$ cat config.mk
export PLATFORM = sky130hd
export DESIGN_NAME = twsi_regport
export DESIGN_NICKNAME = d
export VERILOG_FILES = /design/src/rtl/twsi_pkg.sv /design/src/rtl/twsi_sync.sv /design/src/rtl/twsi_ptr.sv /design/src/rtl/twsi_engine.sv /design/src/rtl/twsi_regport.sv
export SDC_FILE = /design/constraint.sdc
export NUM_CORES = 1
export LEC_CHECK = 0
export CAP_MARGIN = 5
export CORE_MARGIN = 2
export CORE_UTILIZATION = 55
export CTS_CLUSTER_SIZE = 30
export DETAILED_ROUTE_END_ITERATION = 16
export DONT_BUFFER_PORTS = 1
export PLACE_DENSITY = 0.68
export SYNTH_ARGS = -nofsm -noshare
export SYNTH_HDL_FRONTEND = slang
export SYNTH_SLANG_ARGS = --single-unit
$ cat constraint.sdc
create_clock -name clk -period 2.9 [get_ports clk]
set_input_delay 0.29 -clock clk [delete_from_list [all_inputs] [get_ports clk]]
set_output_delay 0.29 -clock clk [all_outputs]
set_load 0.005 [all_outputs]
$ cat src/rtl/twsi_pkg.sv
package twsi_pkg;

    localparam int BYTE_W  = 8;
    localparam int PTR_W   = 4;
    localparam int BITCNT_W = $clog2(BYTE_W + 1);

    typedef enum logic [3:0] {
        ST_IDLE,
        ST_ADDR,
        ST_ADDR_ACK,
        ST_WDATA,
        ST_WACK,
        ST_RLOAD,
        ST_RHOLD,
        ST_RDATA,
        ST_RACK,
        ST_SKIP
    } twsi_state_t;

    typedef struct packed {
        logic              stb;
        logic [PTR_W-1:0]  addr;
        logic [BYTE_W-1:0] data;
    } twsi_wr_t;

    function automatic logic [PTR_W-1:0] ptr_next(input logic [PTR_W-1:0] p,
                                                  input logic [PTR_W-1:0] last);
        return (p >= last) ? '0 : p + PTR_W'(1);
    endfunction

    function automatic logic [PTR_W-1:0] ptr_clamp(input logic [BYTE_W-1:0] b,
                                                   input logic [PTR_W-1:0]  last);
        return (b > BYTE_W'(last)) ? '0 : b[PTR_W-1:0];
    endfunction

endpackage

$ cat src/rtl/twsi_sync.sv
module twsi_sync #(
    parameter int STAGES = 2
) (
    input  logic clk,
    input  logic rst_n,
    input  logic din,
    output logic lvl,
    output logic rise,
    output logic fall
);
    logic [STAGES:0] chain;

    always_ff @(posedge clk) begin
        if (!rst_n) chain[0] <= 1'b1;
        else        chain[0] <= din;
    end

    for (genvar s = 1; s <= STAGES; s++) begin : g_stage
        always_ff @(posedge clk) begin
            if (!rst_n) chain[s] <= 1'b1;
            else        chain[s] <= chain[s-1];
        end
    end

    assign lvl  = chain[STAGES-1];
    assign rise = chain[STAGES-1] & ~chain[STAGES];
    assign fall = ~chain[STAGES-1] & chain[STAGES];
endmodule

$ cat src/rtl/twsi_ptr.sv
module twsi_ptr
    import twsi_pkg::*;
#(
    parameter logic [PTR_W-1:0] LAST_ADDR = 4'd9
) (
    input  logic              clk,
    input  logic              rst_n,
    input  logic              load,
    input  logic [BYTE_W-1:0] load_byte,
    input  logic              adv,
    output logic [PTR_W-1:0]  ptr
);
    always_ff @(posedge clk) begin
        if (!rst_n)    ptr <= '0;
        else if (load) ptr <= ptr_clamp(load_byte, LAST_ADDR);
        else if (adv)  ptr <= ptr_next(ptr, LAST_ADDR);
    end
endmodule

$ cat src/rtl/twsi_engine.sv
module twsi_engine
    import twsi_pkg::*;
#(
    parameter logic [6:0] SLV_HI = 7'h0F,
    parameter logic [6:0] SLV_LO = 7'h08
) (
    input  logic              clk,
    input  logic              rst_n,
    input  logic              scl_lvl,
    input  logic              scl_rise,
    input  logic              scl_fall,
    input  logic              sda_lvl,
    input  logic              sda_rise,
    input  logic              sda_fall,
    input  logic              addr_sel,
    input  logic [PTR_W-1:0]  ptr,
    input  logic [BYTE_W-1:0] rd_data,
    output logic              sda_oe,
    output logic              ptr_load,
    output logic              ptr_adv,
    output logic [BYTE_W-1:0] load_byte,
    output twsi_wr_t          wr_evt,
    output logic              rd_req,
    output twsi_state_t       state,
    output logic              start_det
);
    localparam logic [BITCNT_W-1:0] FULL = BITCNT_W'(BYTE_W);

    logic                stop_det;
    logic [BITCNT_W-1:0] cnt;
    logic [BYTE_W-1:0]   shreg;
    logic [BYTE_W-1:0]   tx;
    logic                rw;
    logic                first;
    logic [6:0]          own_addr;

    assign start_det = sda_fall & scl_lvl;
    assign stop_det  = sda_rise & scl_lvl;
    assign own_addr  = addr_sel ? SLV_HI : SLV_LO;
    assign load_byte = shreg;

    logic bus_evt;
    assign bus_evt  = start_det | stop_det;
    assign ptr_load = !bus_evt && state == ST_WACK && scl_fall && first;
    assign ptr_adv  = !bus_evt && ((state == ST_WACK && scl_fall && !first) ||
                                   state == ST_RLOAD);

    always_ff @(posedge clk) begin
        if (!rst_n) begin
            state  <= ST_IDLE;
            cnt    <= '0;
            shreg  <= '0;
            tx     <= '0;
            sda_oe <= 1'b0;
            rw     <= 1'b0;
            first  <= 1'b0;
            rd_req <= 1'b0;
            wr_evt <= '0;
        end else begin
            rd_req     <= 1'b0;
            wr_evt.stb <= 1'b0;
            if (start_det) begin
                state  <= ST_ADDR;
                cnt    <= '0;
                sda_oe <= 1'b0;
                first  <= 1'b0;
            end else if (stop_det) begin
                state  <= ST_IDLE;
                sda_oe <= 1'b0;
            end else begin
                case (state)
                    ST_ADDR: begin
                        if (scl_rise) begin
                            shreg <= {shreg[BYTE_W-2:0], sda_lvl};
                            cnt   <= cnt + BITCNT_W'(1);
                        end else if (scl_fall && cnt == FULL) begin
                            cnt <= '0;
                            if (shreg[BYTE_W-1:1] == own_addr) begin
                                sda_oe <= 1'b1;
                                rw     <= shreg[0];
                                state  <= ST_ADDR_ACK;
                            end else begin
                                state <= ST_SKIP;
                            end
                        end
                    end
                    ST_ADDR_ACK: begin
                        if (scl_rise && rw) begin
                            rd_req <= 1'b1;
                            state  <= ST_RLOAD;
                        end else if (scl_fall) begin
                            sda_oe <= 1'b0;
                            first  <= 1'b1;
                            state  <= ST_WDATA;
                        end
                    end
                    ST_WDATA: begin
                        if (scl_rise) begin
                            shreg <= {shreg[BYTE_W-2:0], sda_lvl};
                            cnt   <= cnt + BITCNT_W'(1);
                        end else if (scl_fall && cnt == FULL) begin
                            cnt    <= '0;
                            sda_oe <= 1'b1;
                            state  <= ST_WACK;
                        end
                    end
                    ST_WACK: begin
                        if (scl_fall) begin
                            sda_oe <= 1'b0;
                            state  <= ST_WDATA;
                            first  <= 1'b0;
                            if (!first) begin
                                wr_evt.stb  <= 1'b1;
                                wr_evt.addr <= ptr;
                                wr_evt.data <= shreg;
                            end
                        end
                    end
                    ST_RLOAD: begin
                        tx    <= rd_data;
                        state <= ST_RHOLD;
                    end
                    ST_RHOLD: begin
                        if (scl_fall) begin
                            sda_oe <= ~tx[BYTE_W-1];
                            cnt    <= '0;
                            state  <= ST_RDATA;
                        end
                    end
                    ST_RDATA: begin
                        if (scl_rise) begin
                            cnt <= cnt + BITCNT_W'(1);
                        end else if (scl_fall) begin
                            if (cnt == FULL) begin
                                sda_oe <= 1'b0;
                                cnt    <= '0;
                                state  <= ST_RACK;
                            end else begin
                                sda_oe <= ~tx[BYTE_W-2];
                                tx     <= {tx[BYTE_W-2:0], 1'b0};
                            end
                        end
                    end
                    ST_RACK: begin
                        if (scl_rise) begin
                            if (!sda_lvl) begin
                                rd_req <= 1'b1;
                                state  <= ST_RLOAD;
                            end else begin
                                state <= ST_SKIP;
                            end
                        end
                    end
                    default: ;
                endcase
            end
        end
    end
endmodule

$ cat src/rtl/twsi_regport.sv
module twsi_regport
    import twsi_pkg::*;
#(
    parameter int               SYNC_STAGES = 2,
    parameter logic [PTR_W-1:0] LAST_ADDR   = 4'd9,
    parameter logic [6:0]       SLV_HI      = 7'h0F,
    parameter logic [6:0]       SLV_LO      = 7'h08
) (
    input  logic              clk,
    input  logic              rst_n,
    input  logic              scl_i,
    input  logic              sda_i,
    input  logic              addr_sel,
    output logic              sda_oe,
    output logic              wr_stb,
    output logic [PTR_W-1:0]  wr_addr,
    output logic [BYTE_W-1:0] wr_data,
    output logic              rd_req,
    output logic [PTR_W-1:0]  rd_addr,
    input  logic [BYTE_W-1:0] rd_data
);
    localparam int LINES = 2;

    logic [LINES-1:0] line_in, line_lvl, line_rise, line_fall;
    assign line_in = {sda_i, scl_i};

    for (genvar g = 0; g < LINES; g++) begin : g_line
        twsi_sync #(.STAGES(SYNC_STAGES)) u_sync (
            .clk  (clk),
            .rst_n(rst_n),
            .din  (line_in[g]),
            .lvl  (line_lvl[g]),
            .rise (line_rise[g]),
            .fall (line_fall[g])
        );
    end

    logic              scl_lvl;
    logic              ptr_load, ptr_adv, start_det;
    logic [BYTE_W-1:0] load_byte;
    logic [PTR_W-1:0]  ptr;
    twsi_wr_t          wr_evt;
    twsi_state_t       state;

    assign scl_lvl = line_lvl[0];

    twsi_engine #(.SLV_HI(SLV_HI), .SLV_LO(SLV_LO)) u_engine (
        .clk      (clk),
        .rst_n    (rst_n),
        .scl_lvl  (scl_lvl),
        .scl_rise (line_rise[0]),
        .scl_fall (line_fall[0]),
        .sda_lvl  (line_lvl[1]),
        .sda_rise (line_rise[1]),
        .sda_fall (line_fall[1]),
        .addr_sel (addr_sel),
        .ptr      (ptr),
        .rd_data  (rd_data),
        .sda_oe   (sda_oe),
        .ptr_load (ptr_load),
        .ptr_adv  (ptr_adv),
        .load_byte(load_byte),
        .wr_evt   (wr_evt),
        .rd_req   (rd_req),
        .state    (state),
        .start_det(start_det)
    );

    twsi_ptr #(.LAST_ADDR(LAST_ADDR)) u_ptr (
        .clk      (clk),
        .rst_n    (rst_n),
        .load     (ptr_load),
        .load_byte(load_byte),
        .adv      (ptr_adv),
        .ptr      (ptr)
    );

    assign wr_stb  = wr_evt.stb;
    assign wr_addr = wr_evt.addr;
    assign wr_data = wr_evt.data;
    assign rd_addr = ptr;
endmodule

# After elaboration in Yosys (flattened, before gate mapping)

Cells that the tools add are included.

Output and inout bits: 19
Word-level logic and storage cells: 163
Latch bits: 0
Memories kept: 0
Bits of input ports: 13
Bits in registers: 51
RAM bits: 0
Memory bits (read-only): 0

Shift operators: 0
$mul: 0
$add $sub $neg: 2
Mux-type cells: 53
Bitwise gates (word level): 20
Div/mod/pow operators: 0
Reductions and logical operators: 31
Eq/ne operators: 36
$lt $le $gt $ge: 2

Operator list:

| kind                | count |
|---|---|
| $mux 4              | 23 |
| $pmux 4 s8          | 1 |
| $reduce_and 10->1   | 3 |
| $mux 8              | 3 |
| $ne 4x1->1 const B  | 6 |
| $mux 1              | 19 |
| $ne 2x1->1 const B  | 9 |
| $reduce_and 6->1    | 3 |
| $eq 4x3->1 const B  | 4 |
| $pmux 8 s2          | 1 |
| $mux 13             | 1 |
| $not 1->1           | 13 |
| $ne 4x4->1 const B  | 3 |
| $pmux 4 s3          | 1 |
| $ne 2x2->1 const B  | 5 |
| $reduce_and 5->1    | 2 |
| $reduce_bool 10->1  | 1 |
| $ne 3x1->1 const B  | 3 |
| $add 4x1->4 const B | 2 |
| $eq 4x2->1 const B  | 2 |
| $eq 4x4->1 const B  | 2 |
| $gt 8x4->1 const B  | 1 |
| $logic_and 1x1->1   | 8 |
| $reduce_bool 8->1   | 1 |
| other kinds (17)    | 27 |

# Longest topological paths before layout

Word-level depth: 9
Mapped depth: 8
Depth with buffers taken out: 7

# By module

Synthesis repeated with hierarchy kept, for this count alone.

Cells, all modules: 301
Area, all modules: 2756.4 sq um

Modules (own cells, without submodules):

| module      | sequential area each (sq um) | cells an instance | times used | area each (sq um) |
|---|---|---|---|---|
| twsi_engine | 820.8                        | 243               | 1          | 2220.9 |
| twsi_ptr    | 80.1                         | 42                | 1          | 352.8 |
| twsi_sync   | 60.1                         | 8                 | 2          | 91.3 |

# Least setup slack after synthesis

Ideal clock, no wire load.

Kind: flip-flop to flip-flop
Start: register g_line[0].u_sync.chain[1]
End: register u_engine.state[2]
Arrival: 1976 ps
Stages on the path, launching flop included: 8
Path buffers: 1
Path slack: 866 ps
Setup time: 58 ps
Period minus slack after synthesis: 2034 ps
Data required time: 2842 ps
Path through: dfxtp_1 -> ha_1 -> buf_4 -> nor4bb_1 -> o21ai_0 -> a211oi_4 -> or3b_2 -> nand2_1

Longest elaborated chain between the ends: 5
Elaborated cells between the ends (all ways): 20
Classes of those cells: 8 x eq/ne; 3 x mux; 5 x bitwise; 4 x reduce/logical

Ends and longest elaborated chain:

| item                                            | line              | text |
|---|---|---|
| start: declaration                              | twsi_sync.sv:11   | `logic [STAGES:0] chain;` |
| start signal: indexed assignment                | twsi_sync.sv:21   | `else chain[s] <= chain[s-1];` |
| $not 1->1                                       | twsi_sync.sv:27   | `assign fall = ~chain[STAGES-1] & chain[STAGES];` |
| $and 1x1->1                                     | twsi_sync.sv:27   |  |
| $mux 4 or $logic_and 1x1->1 (tied branches)     | n/a               |  |
| $mux 4 or $ne 2x1->1 (tied branches)            | n/a               |  |
| $pmux 4 s8 or $reduce_and 10->1 (tied branches) | n/a               |  |
| end signal: assignment                          | twsi_engine.sv:68 | `state <= ST_IDLE;` |
| end signal: assignment                          | twsi_engine.sv:90 | `state <= ST_RLOAD;` |
| end signal: assignment                          | twsi_engine.sv:94 | `state <= ST_WDATA;` |
| end: declaration                                | twsi_engine.sv:24 | `output twsi_state_t state,` |

Several ways; a longest one is shown, not always the timed one.
A chain may end at the register's enable or synchronous reset.

# Worst setup path in the final report

Start: register g_line[0].u_sync.chain[1]
End: register u_ptr.ptr[0]

Longest elaborated chain between the ends: 7
Elaborated cells between the ends (all ways): 15
Classes of those cells: 1 x mux; 5 x bitwise; 9 x reduce/logical

Ends and longest elaborated chain:

| item                                                  | line                                 | text |
|---|---|---|
| $and 1x1->1 (tied with other cells)                   | twsi_engine.sv:37                    | `assign start_det = sda_fall & scl_lvl;` |
| $or 1x1->1 or $and 1x1->1 (tied branches)             | twsi_engine.sv:43, twsi_sync.sv:27   |  |
| $logic_not 1->1 or $logic_and 1x1->1 (tied branches)  | twsi_engine.sv:44, twsi_engine.sv:45 |  |
| $logic_and 1x1->1 (on tied branches)                  | twsi_engine.sv:44, twsi_engine.sv:45 |  |
| $logic_and 1x1->1 or $logic_or 1x1->1 (tied branches) | twsi_engine.sv:44, twsi_engine.sv:45 |  |
| $logic_and 1x1->1 (on tied branches)                  | twsi_engine.sv:44, twsi_engine.sv:45 |  |
| $mux 4 or $reduce_bool 2->1 (tied branches)           | n/a                                  |  |
| end signal: assignment                                | twsi_ptr.sv:15                       | `else if (load) ptr <= ptr_clamp(load_byte, LAST_ADDR);` |
| end signal: assignment                                | twsi_ptr.sv:16                       | `else if (adv) ptr <= ptr_next(ptr, LAST_ADDR);` |
| end: declaration                                      | twsi_ptr.sv:11                       | `output logic [PTR_W-1:0] ptr` |

Several ways; a longest one is shown, not always the timed one.

==> flow_metrics.env <==
export IMPL_setup_violations=0
export IMPL_area_growth_pct=4.84
export IMPL_post_cts_resize_count=0
export IMPL_crit_slowest_cell="a2111oi_4"
export IMPL_dp_hpwl_um=4020
export IMPL_end_kind="flip-flop"
export IMPL_maxSlewViolCount=0
export IMPL_grt_pass1_vias=2018
export IMPL_max_freq_mhz=415
export IMPL_drt_total_wl_um=5850
export IMPL_hold_class="primary input to flip-flop"
export IMPL_fp_dieW_um=75.5
export IMPL_irDropWorstVdd_mv=0.332
export IMPL_postRouteAntennaNets=0
export IMPL_path_max_fanout=11
export IMPL_synth_top_area_share_pct=36.3
export IMPL_synth_top_flop_cell="dfxtp_1"
export IMPL_syn_inst=309
export IMPL_avgViaCountPerCell=5.97
export IMPL_antenna_found_initial=0
export IMPL_cts_root_buf="clkbuf_8"
export IMPL_rows=26
export IMPL_cts_htree_levels=2
export IMPL_num_vias=2227
export IMPL_max_stage_delay_ps=520
export IMPL_critPathRequiredTime_ps=3140
export IMPL_wl_per_cell_um=15.7
export IMPL_io_pins=32
export IMPL_grt_setup_unrepaired="false"
export IMPL_crit_path_frequent_cell="a21oi_1"
export IMPL_ys_ff_latch=51
export IMPL_first_iter_violations=236
export IMPL_core_mm2=0.00501
export IMPL_synth_top_cell_by_area="dfxtp_1"
export IMPL_final_hold_viol_count=0
export IMPL_fin_util_pct=58.9
export IMPL_drive_above_1_share_pct=7.59
export IMPL_fin_ws_ps=491
export IMPL_hold_buffers=0
export IMPL_syn_avg_cell_area_um2=9.11
export IMPL_n_antenna_cell=0
export IMPL_yosys_warnings=0
export IMPL_die_area_mm2=0.00571
export IMPL_outcome="completed"
export IMPL_cts_tree="done"
export IMPL_grt_max_degree=44
export IMPL_crit_chain="inv_1 -> ha_1 -> or3b_1 -> a2111oi_4 -> and4_1 -> a21oi_1 -> a21oi_1"
export IMPL_yosys_cell_types_count=58
export IMPL_crit_type="flip-flop to flip-flop"
export IMPL_layout_worst_path_cycle_share_pct=83.1
export IMPL_start_util_pct=56.2
export IMPL_p_leak_nw=1.09
export IMPL_cp_start_kind="flip-flop"
export IMPL_grt_ovfl_total=0
export IMPL_drc=0
export IMPL_nNetsFinal=322
export IMPL_fillers=469
export IMPL_clkSinkCount=51
export IMPL_synth_edff_count=0
export IMPL_async_reset_ff_share_pct=0
export IMPL_cts_buffers_inserted=5
export IMPL_layout_min_cycle_time_ps=2410
export IMPL_p_per_area_mw_per_mm2=635
export IMPL_yosysSeqAreaShare_pct=36.3
export IMPL_worst_pin_slew_ps=740
export IMPL_routabilityCongestion=0.861
export IMPL_finalClockSkew_ps=12.0
export IMPL_dieHeight_um=75.5
export IMPL_synth_area_mm2=0.00282
export IMPL_cp_arrival_ps=2650
export IMPL_relSlewSlack_pct=50.6
export IMPL_clock_latency_ps=310
export IMPL_max_cap_violations=0
export IMPL_drtPass1Iterations=4
export IMPL_synth_top_cells_by_area="dfxtp_1 (36%), mux2i_1 (11%), nor2b_1 (6.2%)"
export IMPL_post_cts_buffers=0
export IMPL_grt_usage_pct=21.5
export IMPL_clk_pin_slew_worst_paths_ps=90
export IMPL_dpl_worst_slack_ps=535
export IMPL_io_buffers=0
export IMPL_syn_num_nets=329
export IMPL_grt_pass1_wl_um=9460
export IMPL_setup_tns_ps=0
export IMPL_cts_buffer_depth=2
## cells in the mapped netlist, types with 3 or more instances
library cell	n
nand2b_1	12
o21ai_0	13
nor2b_1	28
buf_4	4
nor2_1	16
and4_1	3
nand3b_1	4
mux2i_1	30
ha_1	7
dfxtp_1	51
a21oi_1	16
inv_1	14
nand3_1	6
nand2_1	18
nor4_1	4
clkbuf_1	8
a31oi_1	3
nor3_1	9
o211a_1	8
buf_2	4
## worst max-delay path: cells and delay by family, from the launching register on
family	cells	cell delay [ps]
flip-flops	1	390
AO/OA/AOI/OAI	3	700
buffers and inverters	1	100
AND/OR/NAND/NOR	2	760
adder cells (fa/ha/maj)	1	380
## flip-flops by register name, indices dropped and copies added, names as in the netlist, 2 cells and up
register             cells
u_engine.wr_evt         13
u_engine.load_byte       8
u_engine.tx              8
g_line.u_sync.chain      4
u_engine.cnt             4
u_engine.state           4
u_ptr.ptr                4
g_line.u_sync.lvl        2
## layout make-up
| class | count | area (um2) | share of cell area, % |
|---|---|---|---|
| clock inverter | 2 | 35.0 | 1.19 |
| tap | 70 | 87.6 | 2.97 |
| inverter | 14 | 52.6 | 1.78 |
| clock buffer | 6 | 82.6 | 2.80 |
| timing repair buffer | 5 | 37.5 | 1.27 |
| sequential | 51 | 1020 | 34.6 |
| multi-input combinational | 225 | 1640 | 55.4 |
## cell families (layout without fill, tap and decap cells)
family                     after synthesis  in the layout  synth area share, %
adders and majority gates                7              7                 3.11
AOI/OAI and AO/OA                       70             70                 18.9
and+or+nand+nor                        116            116                 24.8
xor gates and xnor gates                 2              2                0.622
DFF                                     51             51                 36.3
buffers and inverters                   33             27                 5.64
muxes                                   30             30                 10.7
## power breakdown
| group | switching, mW | internal, mW |
|---|---|---|
| clock | 0.235 | 0.279 |
| sequential | 0.105 | 0.732 |
| combinational | 0.296 | 0.227 |
## metal layers
layer  share of wire [%]  vias up  track usage (%)
met3                 6.2       10             5.42
met4                 1.6        0             6.43
met5                   0        -                0
met2                  46       78             34.3
li1                    -     1095                -
met1                  46     1044             29.0
## path summary, 6_finish.rpt
check	from	endpoint	slack (ps)	cells after the start
max	g_line[0].u_sync.lvl	u_ptr.ptr[0]	490	7
min	rst_n	g_line[0].u_sync.chain[0]	60	1
min reg2reg	g_line[1].u_sync.chain[0]	g_line[1].u_sync.lvl	420	1
max reg2reg	g_line[0].u_sync.lvl	u_ptr.ptr[0]	490	7
## through the flow
stage	area [um2]	power [mW]	hold WS [ps]	std cells
5_1_grt	2950	1.97	49.2	373
3_3_place_gp	2830	1.36	368	365
3_5_place_dp	2830	1.36	370	365
6_report	2950	1.88	55.2	373
2_1_floorplan	2820	1.26	363	309
4_1_cts	2950	1.87	56.0	373
## cell usage in the layout, fill, tap and decap left out, types with 2 or more instances in the layout
| cell | instances |
|---|---|
| mux2i_1 | 30 |
| o2111a_1 | 2 |
| nand2b_1 | 12 |
| nor2b_1 | 28 |
| nor2_1 | 16 |
| o211ai_1 | 2 |
| nand2_1 | 18 |
| inv_1 | 14 |
| o221ai_1 | 2 |
| a21boi_0 | 2 |
| clkbuf_8 | 6 |
| buf_4 | 5 |
| nand3b_1 | 4 |
| dfxtp_1 | 51 |
| o2111ai_1 | 2 |
| a2111oi_0 | 2 |
| a31oi_1 | 3 |
| nor4_1 | 4 |
| a21oi_1 | 16 |
| nand4b_1 | 2 |
| a21o_1 | 2 |
| nand4_1 | 2 |
| nand3_1 | 6 |
| nor4_4 | 2 |
| o31ai_1 | 2 |
| o21ai_0 | 13 |
| and4_1 | 3 |
| o211a_1 | 8 |
| o22ai_1 | 2 |
| nor3_1 | 9 |
| ha_1 | 7 |
Power figures use the tool's default switching activity.
